### src/rtl/dma_req_mask.sv
module dma_req_mask #(
  parameter int         SYNC_STAGES = 2,
  parameter logic [7:0] LO_ADDR     = 8'h0F,
  parameter logic [7:0] HI_ADDR     = 8'hDE
) (
  input  logic       clk,
  input  logic       rst_n,
  input  logic       io_wr,
  input  logic [7:0] io_addr,
  input  logic [7:0] io_wdata,
  output logic [7:0] io_rdata,
  input  logic       sm_wr,
  input  logic       sm_grp,
  input  logic [1:0] sm_sel,
  input  logic       sm_set,
  input  logic [1:0] mclr,
  input  logic [7:0] tc,
  input  logic [7:0] autoinit,
  input  logic [7:0] dreq,
  output logic [7:0] dreq_gated,
  output logic [7:0] mask_q
);
  localparam int NGRP = 2;
  localparam int GCH  = 4;
  localparam int NCH  = NGRP * GCH;

  logic [NCH-1:0] sync_q [SYNC_STAGES];
  logic [NCH-1:0] mask_d;
  logic [NGRP-1:0] wr_grp;

  always_ff @(posedge clk or negedge rst_n)
    if (!rst_n) sync_q[0] <= '0;
    else        sync_q[0] <= dreq;

  for (genvar s = 1; s < SYNC_STAGES; s++) begin : g_sync
    always_ff @(posedge clk or negedge rst_n)
      if (!rst_n) sync_q[s] <= '0;
      else        sync_q[s] <= sync_q[s-1];
  end

  assign wr_grp = {io_wr && (io_addr == HI_ADDR), io_wr && (io_addr == LO_ADDR)};

  always_comb begin
    mask_d = mask_q;
    for (int g = 0; g < NGRP; g++) begin
      for (int b = 0; b < GCH; b++) begin
        if (sm_wr && sm_grp == 1'(g) && sm_sel == 2'(b)) mask_d[g*GCH+b] = sm_set;
        if (wr_grp[g])                                   mask_d[g*GCH+b] = io_wdata[b];
        if (tc[g*GCH+b] && !autoinit[g*GCH+b])           mask_d[g*GCH+b] = 1'b1;
        if (mclr[g])                                     mask_d[g*GCH+b] = 1'b1;
      end
    end
  end

  always_ff @(posedge clk or negedge rst_n)
    if (!rst_n) mask_q <= '1;
    else        mask_q <= mask_d;

  assign dreq_gated = sync_q[SYNC_STAGES-1] & ~mask_q & {{GCH{1'b1}}, {GCH{~mask_q[GCH]}}};

  assign io_rdata = (io_addr == LO_ADDR) ? {4'b0, mask_q[GCH-1:0]} :
                    (io_addr == HI_ADDR) ? {4'b0, mask_q[NCH-1:GCH]} : 8'h00;
endmodule

### config.mk
export PLATFORM = sky130hd
export DESIGN_NAME = dma_req_mask
export DESIGN_NICKNAME = d
export VERILOG_FILES = /design/src/rtl/dma_req_mask.sv
export SDC_FILE = /design/constraint.sdc
export NUM_CORES = 1
export LEC_CHECK = 0
export BUFFER_PORTS_ARGS = -buffer_cell sky130_fd_sc_hd__buf_2
export CORE_UTILIZATION = 42
export CTS_BUF_LIST = sky130_fd_sc_hd__clkbuf_16
export CTS_CLUSTER_SIZE = 24
export DETAILED_ROUTE_END_ITERATION = 8
export GPL_ROUTABILITY_DRIVEN = 1
export MAX_ROUTING_LAYER = met4
export PLACE_DENSITY_LB_ADDON = 0.15
export SLEW_MARGIN = 0
export SYNTH_ARGS = -nofsm -noshare
export SYNTH_HDL_FRONTEND = slang
export SYNTH_SLANG_ARGS = --single-unit
### constraint.sdc
create_clock -name clk -period 1.3 [get_ports clk]
set_clock_uncertainty 0.15 [all_clocks]
set_input_delay 0.26 -clock clk [delete_from_list [all_inputs] [get_ports clk]]
set_output_delay 0.26 -clock clk [all_outputs]
set_load 0.005 [all_outputs]
==> flow_summary.json, run 1 <==
{
  "status": "complete, but fails checks",
  "violations": "negative setup slack",
  "core_um2": 2570,
  "place_hpwl_mm": 2.18,
  "powerDensity_nw_per_um2": 851,
  "gr-total-overflow": 0,
  "rr_endpoint": "mask_q[1]",
  "path_buf_inv": 2,
  "holdWs_ps": 116,
  "synth.distinct_cells": 24,
  "timing.final.ws_setup_ps": -248,
  "r2r_cells": 4,
  "insertion_delay_ps": 250,
  "crit_required_ps": 890,
  "dp_slack_ps": -274,
  "hold_path_startpoint": "tc[7]",
  "diodes": 0,
  "setup_viol": 20,
  "cp_slowest_stage_delay_ps": 370,
  "r2r_slack_ps": 80,
  "post_route_cells_drive_above_1_share_pct": 54.6,
  "syn-mean-instance-area_um2": 11.4,
  "ios": 74,
  "wl_per_cell_um": 13.0,
  "postLayoutCoreUtil_pct": 75.3,
  "detail_route.iter0.violations": 16,
  "worstPathMaxFanout": 5,
  "arrival_ps": 1140,
  "synth_common_cells": "dfrtp_1 (16), nand4_1 (9)",
  "r2r_start": "mask_q[1]",
  "cp_slowest_cell": "nor4b_4",
  "maxSlewViolCount": 0,
  "regArea_um2": 611,
  "die_area_um2": 3020,
  "synthTopCellsByArea": "dfrtp_1 (34%), dfstp_2 (18%), mux2i_1 (6.8%), o211ai_1 (5.1%), nand4_1 (4.8%)",
  "period_share_pct": 119,
  "grt_first_pass_wirelength_mm": 4.27,
  "die_h_um": 55.0,
  "holdPathEnd": "mask_q[7]",
  "nFillCells": 178,
  "synth-edff-count": 0,
  "ir_drop_mv": 1.33,
  "leakage_nw": 0.944,
  "yosysMostFrequentCell": "dfrtp_1",
  "fmax_mhz": 646,
  "die_w_um": 55.0,
  "multi_input_comb_area_um2": 527,
  "syn_to_final_growth_pct": 64.0,
  "drc": 0,
  "htreeDepth": 1,
  "yosys.area.top_type": "dfrtp_1",
  "viasPerCell": 5.13,
  "num_vias": 1148,
  "grt_max_degree": 25,
  "cp_cell_sequence": "buf_8, nor4b_4, a22oi_1, nor2_1, buf_2",
  "syn_area_um2": 1180,
  "first_global_vias": 990,
  "timing.max_cap.violations": 0,
  "gp_congestion": 0.875,
  "antenna_left": 0,
  "power.total_mw": 1.64,
  "end_kind": "output pin",
  "period_needed_ps": 1550,
  "synthCells": 103,
  "critPathTopFamily": "simple AND/OR/NAND/NOR gates",
  "dr.pass1.iters": 4,
  "yosysWarningCount": 0,
  "start_util_pct": 45.9,
  "root_buffer": "clkbuf_16",
  "synth_top_area_share_pct": 34.0,
  "ys_seq_area_share_pct": 51.8,
  "grtUsageTotal_pct": 21.4,
  "critPathKind": "primary input to output pin",
  "rows": 18,
  "hold_viol_final": 0,
  "hold_path_depth": 3,
  "io_buffers": 65,
  "startpoint_type": "primary input",
  "cts_tree": "yes",
  "wirelength_mm": 2.91,
  "antenna_found_initial": 0,
  "hp-class": "primary input to register",
  "numCtsBuffers": 3,
  "final_net_count": 245,
  "synth-seq-cells": 24,
  "clk_pin_slew_ps": 50,
  "ys_async_sr_fraction_pct": 100,
  "synthFlopType": "dfrtp_1",
  "clkSinkCount": 24,
  "rsz0062_at_grt": "yes",
  "cts_buffer_depth": 2
}
-- cells in the final DEF, fill, tap and decap left out, drive strengths merged, types with 8 or more instances in the layout --
| master | count |
|---|---|
| dfrtp | 16 |
| nand4 | 9 |
| inv | 8 |
| a21oi | 8 |
| dfstp | 8 |
| o211ai | 8 |
| mux2i | 8 |
| dlygate4sd3 | 9 |
| buf | 83 |
-- layer usage --
metal	global-route usage (%)	part of all wire, %	vias up
li1	-	-	563
met1	26.9	40	530
met2	34.5	51	49
met3	3.01	7.4	6
met4	9.17	1.2	0
met5	-	0	-
-- flip-flops by register name (all words and copies together) (netlist names) --
register  count
mask_q        8
sync_q       16
-- timing repair --
item | CTS | global route
endpoints found under the setup margin | 20 | 21
gates resized for setup | 20 | 4
pin swaps | 7 | 6
setup buffers | 7 | 3
hold buffers | 9 | 0
hold endpoints to repair | 24 | 0
-- worst register-to-register path, stage by stage, from the launching register on --
cell and delay (ps):
dfstp_2 530, buf_6 110, buf_6 90, mux2i_1 50, o211ai_1 200
-- where the power goes --
| part | switching, mW | leakage [nW] | internal (mW) |
|---|---|---|---|
| Combinational | 0.0965 | 0.634 | 0.132 |
| Sequential | 0.00978 | 0.271 | 0.780 |
| Clock | 0.217 | 0.0385 | 0.409 |
-- area by class of cell --
cell class                      count  area share [%]
Multi-Input combinational cell     66            27.2
Sequential cell                    24            31.6
Tap cell                           30            1.94
Timing Repair Buffer               92            33.6
Clock buffer                        3            3.88
Clock inverter                      1           0.194
Inverter                            8            1.55
-- how the worst max path moves through the flow --
stage,from,cells after the start,end
global placement,io_addr[4],5,io_rdata[1]
detailed placement,io_addr[4],5,io_rdata[1]
floorplan,io_addr[4],3,io_rdata[0]
global route,mask_q[7],3,io_rdata[3]
CTS,io_addr[6],5,io_rdata[1]
finish,io_addr[7],5,io_rdata[3]
-- stage by stage --
| stage | cells | instance area, µm² | setup TNS, ps |
|---|---|---|---|
| 2_1_floorplan | 106 | 1190 | -207 |
| 3_3_place_gp | 202 | 1570 | -2160 |
| 3_5_place_dp | 202 | 1570 | -2310 |
| 4_1_cts | 222 | 1900 | -3310 |
| 5_1_grt | 224 | 1930 | -4120 |
| 6_report | 224 | 1930 | -3370 |
-- logic make-up (layout without fill, tap and decap cells) --
kind of cell    after synthesis  in the layout  synth area share (%)
flops                        24             24                  51.8
simple gates                 34             34                  22.9
compound gates               20             20                  11.0
buf+inv                      16            104                  7.11
mux                           8              8                  6.79
other cells                   1              4                 0.318
(Power assumes the default switching activity.)
==> run 2, diff against run 1 <==
--- a/config.mk
+++ b/config.mk
@@ -8,6 +8,7 @@
 export BUFFER_PORTS_ARGS = -buffer_cell sky130_fd_sc_hd__buf_2
 export CORE_UTILIZATION = 42
 export CTS_BUF_LIST = sky130_fd_sc_hd__clkbuf_16
+export CTS_CLUSTER_DIAMETER = 100
 export CTS_CLUSTER_SIZE = 24
 export DETAILED_ROUTE_END_ITERATION = 8
 export GPL_ROUTABILITY_DRIVEN = 1
==> constraint.sdc (replaced) <==
create_clock -name clk -period 1.3 [get_ports clk]
set_clock_uncertainty 0.15 [all_clocks]
set_input_delay 0.065 -clock clk [delete_from_list [all_inputs] [get_ports clk]]
set_output_delay 0.065 -clock clk [all_outputs]
set_load 0.005 [all_outputs]
==> flow_summary.json, run 2 (same netlist as run 1, synthesis figures left out) <==
{
  "htreeDepth": 1,
  "cts_buffer_depth": 2,
  "end_kind": "output pin",
  "largest_register": "sync_q",
  "cp_slowest_stage_delay_ps": 610,
  "power_frac_comb_pct": 14.5,
  "worstPathMaxFanout": 8,
  "power_frac_seq_pct": 47.6,
  "antenna_left": 0,
  "r2r_start": "mask_q[3]",
  "crit_required_ps": 1090,
  "drc": 0,
  "core_um2": 2570,
  "holdWs_ps": -1.11,
  "powerDensity_nw_per_um2": 872,
  "final_common_cell": "buf_2",
  "maxSlewViolCount": 0,
  "p_sw_mw": 0.330,
  "ir_drop_mv": 1.07,
  "placedCellCount": 194,
  "internal_power_mw": 1.33,
  "violations": "negative hold slack, negative setup slack",
  "diodes": 0,
  "root_buffer": "clkbuf_16",
  "timing.final.ws_setup_ps": -73.9,
  "clockPowerShare_pct": 37.9,
  "hold_viol_final": 1,
  "grt_max_degree": 25,
  "fmax_mhz": 728,
  "dr.pass1.iters": 4,
  "tns_ps": -168,
  "clkSinkCount": 24,
  "io_buffers": 65,
  "hold_path_startpoint": "autoinit[0]",
  "die_h_um": 55.0,
  "wirelength_mm": 3.16,
  "arrival_ps": 1160,
  "cts_tree": "yes",
  "setup_viol": 4,
  "r2r_cells": 3,
  "period_share_pct": 106,
  "dp_slack_ps": 40.1,
  "place_hpwl_mm": 2.14,
  "cp_slowest_cell": "dfstp_2",
  "mostFrequentLayoutCells": "buf_2 (65), dlygate4sd3_1 (26), dfrtp_1 (16)",
  "antenna_found_initial": 0,
  "gr-total-overflow": 0,
  "status": "complete, but fails checks",
  "detail_route.iter0.violations": 17,
  "placed_cell_area_um2": 1510,
  "first_global_vias": 1076,
  "rsz0062_at_grt": "yes",
  "cp_cell_sequence": "a22oi_1, nor2_1, buf_2",
  "reg_top3": "sync_q: 16 flops, mask_q: 8 flops",
  "critPathKind": "register to output pin",
  "num_vias": 1176,
  "rr_endpoint": "mask_q[3]",
  "largest_register_ff_count": 16,
  "sw_frac_of_total_pct": 19.9,
  "design_area_um2": 1900,
  "startpoint_type": "register",
  "post_route_cells_drive_above_1_share_pct": 45.5,
  "ios": 74,
  "holdPathEnd": "mask_q[0]",
  "r2r_slack_ps": 110,
  "rows": 18,
  "nFillCells": 195,
  "gp_congestion": 0.912,
  "numCtsBuffers": 3,
  "die_w_um": 55.0,
  "start_util_pct": 45.9,
  "die_area_um2": 3020,
  "leakage_nw": 0.902,
  "insertion_delay_ps": 250,
  "timing.max_cap.violations": 0,
  "grtUsageTotal_pct": 22.3,
  "final-instance-count-excl-fill": 230,
  "grt_first_pass_wirelength_mm": 4.49,
  "hp-class": "primary input to register",
  "wl_per_cell_um": 13.7,
  "period_needed_ps": 1370,
  "viasPerCell": 5.11,
  "clk_pin_slew_ps": 50,
  "final_net_count": 251,
  "hold_path_depth": 4,
  "syn_to_final_growth_pct": 61.6
}
run 2: stage by stage:
step	total power [mW]	util [%]
2_1_floorplan	0.871	-
3_3_place_gp	0.967	58.7
3_5_place_dp	0.974	58.7
4_1_cts	1.67	74.0
5_1_grt	1.73	74.2
6_report	1.66	74.2
run 2: how the worst max path moves through the flow:
stage,depth (start not counted),end,from,slack (ps)
after floorplan,3,mask_q[0],io_addr[4],240
after CTS,3,io_rdata[0],mask_q[4],-70
after global routing,3,io_rdata[0],mask_q[4],-100
after global placement,4,mask_q[0],sm_grp,40
final,3,io_rdata[0],mask_q[4],-70
after detailed placement,4,mask_q[5],io_addr[5],40
run 2: critical path: cells and delay by family (launching register included):
family                 cells  cell delay [ps]
AOI/OAI and AO/OA          1               80
DFF                        1              610
and+or+nand+nor            1               90
buffers and inverters      1              120
run 2: power groups by stage:
stage               combinational (mW)  clock (mW)  sequential, mW
floorplan                       0.0711           0           0.800
global placement                 0.165           0           0.802
detailed placement               0.171           0           0.803
CTS                              0.237       0.643           0.790
global route                     0.267       0.667           0.792
finish                           0.241       0.629           0.791
run 2: per-layer routing:
metal | global-route usage [%] | up-vias | wire [µm]
met1 | 23.6 | 536 | 1260
met3 | 3.28 | 10 | 191
met2 | 39.6 | 59 | 1620
li1 | - | 571 | -
met5 | - | - | 0
met4 | 12.1 | 0 | 85
run 2: cell type report:
cell class                      count  area [µm²]  share of cell area, %
Tap cell                           30        37.5                   1.97
Multi-Input combinational cell     66         505                   26.5
Clock buffer                        3        75.1                   3.94
Sequential cell                    24         611                   32.1
Timing Repair Buffer               98         642                   33.7
Clock inverter                      1        3.75                  0.197
Inverter                            8        30.0                   1.58
run 2: what timing repair did:
action | in CTS | in global routing
resized for setup | 2 | 1
setup endpoints to repair | 5 | 10
endpoints found under the hold margin | 40 | 0
pin swaps | 3 | 1
hold buffers | 26 | 0
setup buffers | 6 | 0
==> run 3, diff against run 2 <==
--- a/config.mk
+++ b/config.mk
@@ -14,6 +14,7 @@
 export GPL_ROUTABILITY_DRIVEN = 1
 export MAX_ROUTING_LAYER = met4
 export PLACE_DENSITY_LB_ADDON = 0.15
+export RECOVER_POWER = 100
 export SLEW_MARGIN = 0
 export SYNTH_ARGS = -nofsm -noshare
 export SYNTH_HDL_FRONTEND = slang
==> flow_summary.json, run 3 (same netlist as run 1, synthesis figures left out) <==
{
  "sw_frac_of_total_pct": 19.9,
  "die_h_um": 55.0,
  "detail_route.iter0.violations": 19,
  "internal_power_mw": 1.33,
  "grt_first_pass_wirelength_mm": 4.49,
  "crit_required_ps": 1090,
  "nFillCells": 198,
  "ios": 74,
  "core_um2": 2570,
  "slew_headroom_pct": 64.5,
  "antenna_found_initial": 0,
  "powerDensity_nw_per_um2": 876,
  "gp_congestion": 0.912,
  "start_util_pct": 45.9,
  "multi_input_comb_area_um2": 505,
  "final_common_cell": "buf_2",
  "startpoint_type": "register",
  "gr-total-overflow": 0,
  "largest_register_ff_count": 16,
  "status": "complete, but fails checks",
  "post_route_cells_drive_above_1_share_pct": 43.0,
  "maxSlewViolCount": 0,
  "wl_per_cell_um": 13.7,
  "place_hpwl_mm": 2.14,
  "clkSinkCount": 24,
  "wirelength_mm": 3.15,
  "final_net_count": 251,
  "insertion_delay_ps": 250,
  "dr.pass1.iters": 4,
  "mostFrequentLayoutCells": "buf_2 (62), dlygate4sd3_1 (26), dfrtp_1 (16)",
  "grt_max_degree": 25,
  "root_buffer": "clkbuf_16",
  "dp_slack_ps": 40.1,
  "arrival_ps": 1160,
  "holdWs_ps": 1.80,
  "power_frac_comb_pct": 14.4,
  "timing.final.ws_setup_ps": -76.9,
  "numCtsBuffers": 3,
  "rows": 18,
  "worst_slew_pin_slew_ps": 533,
  "viasPerCell": 5.11,
  "regArea_um2": 611,
  "htreeDepth": 1,
  "hold_viol_final": 0,
  "antenna_left": 0,
  "critPathKind": "register to output pin",
  "ir_drop_mv": 1.07,
  "power_frac_seq_pct": 47.7,
  "clk_pin_slew_ps": 50,
  "worstPathMaxFanout": 8,
  "die_w_um": 55.0,
  "first_global_vias": 1076,
  "cts_buffer_depth": 2,
  "period_share_pct": 106,
  "largest_register": "sync_q",
  "num_vias": 1176,
  "setup_viol": 6,
  "cts_tree": "yes",
  "violations": "negative setup slack",
  "leakage_nw": 0.889,
  "timing.max_cap.violations": 0,
  "period_needed_ps": 1380,
  "die_area_um2": 3020,
  "clockPowerShare_pct": 37.9,
  "diodes": 0,
  "reg_top3": "sync_q: 16 flops, mask_q: 8 flops",
  "io_buffers": 65,
  "hp-class": "primary input to register",
  "rsz0062_at_grt": "yes",
  "end_kind": "output pin",
  "p_sw_mw": 0.329,
  "fmax_mhz": 726,
  "grtUsageTotal_pct": 22.3,
  "drc": 0,
  "syn_to_final_growth_pct": 60.5
}
## run 3: cell count changes in the layout (fill, tap and decap cells not counted), sizes merged
cell | before | now
clkbuf | 3 | 11
buf | 72 | 64
## run 3: what timing repair did
action                     4_1_cts  5_1_grt
resized for setup                2        1
setup endpoints to repair        5       10
hold buffers                    26        0
hold endpoints to repair        40        0
cloned                           0        0
pin swaps                        3        1
buffers inserted                 6        0
## run 3: final cells by class
cell class,instances,area share (%)
Tap cell,30,1.98
Inverter,8,1.59
Clock buffer,3,3.97
Clock inverter,1,0.198
Sequential cell,24,32.3
Multi-Input combinational cell,66,26.7
Timing Repair Buffer,98,33.3
## run 3: through the flow
step	power [mW]	utilization [%]	cells	TNS (ps)	cell area [µm²]
after floorplan	0.871	-	106	0	1190
after global placement	0.967	58.7	194	0	1510
after detailed placement	0.974	58.7	194	0	1510
after CTS	1.67	74.0	230	-166	1900
after global routing	1.72	73.7	230	-508	1890
final	1.66	73.7	230	-197	1890
## run 3: metal layers
layer | vias to the layer above | wire length, µm | share of wire (%) | track usage [%]
met4 | 0 | 85 | 2.7 | 12.1
li1 | 572 | - | - | -
met1 | 539 | 1280 | 41 | 23.6
met5 | - | 0 | 0 | -
met2 | 55 | 1620 | 51 | 39.6
met3 | 10 | 166 | 5.3 | 3.28
## run 3: path summary, 6_finish.rpt
path,depth (start not counted),startpoint,end,slack (ps)
hold reg to reg,0,sync_q[10],sync_q[2],200
max in group asynchronous,2,rst_n,mask_q[6],450
hold / removal,4,autoinit[0],mask_q[0],2
setup reg to reg,3,mask_q[3],mask_q[3],60
setup / recovery,3,mask_q[4],io_rdata[0],-80
min in group asynchronous,2,rst_n,sync_q[15],180
## run 3: worst max-delay path, cell delays in order (launching register included)
cell	delay (ps)
dfstp_2	620
a22oi_1	80
nor2_1	90
buf_2	120
## run 3: power groups by stage
stage          logic [mW]  registers (mW)  clock network (mW)
2_1_floorplan      0.0711           0.800                   0
3_3_place_gp        0.165           0.802                   0
3_5_place_dp        0.171           0.803                   0
4_1_cts             0.237           0.790               0.643
5_1_grt             0.266           0.792               0.667
6_report            0.239           0.790               0.629
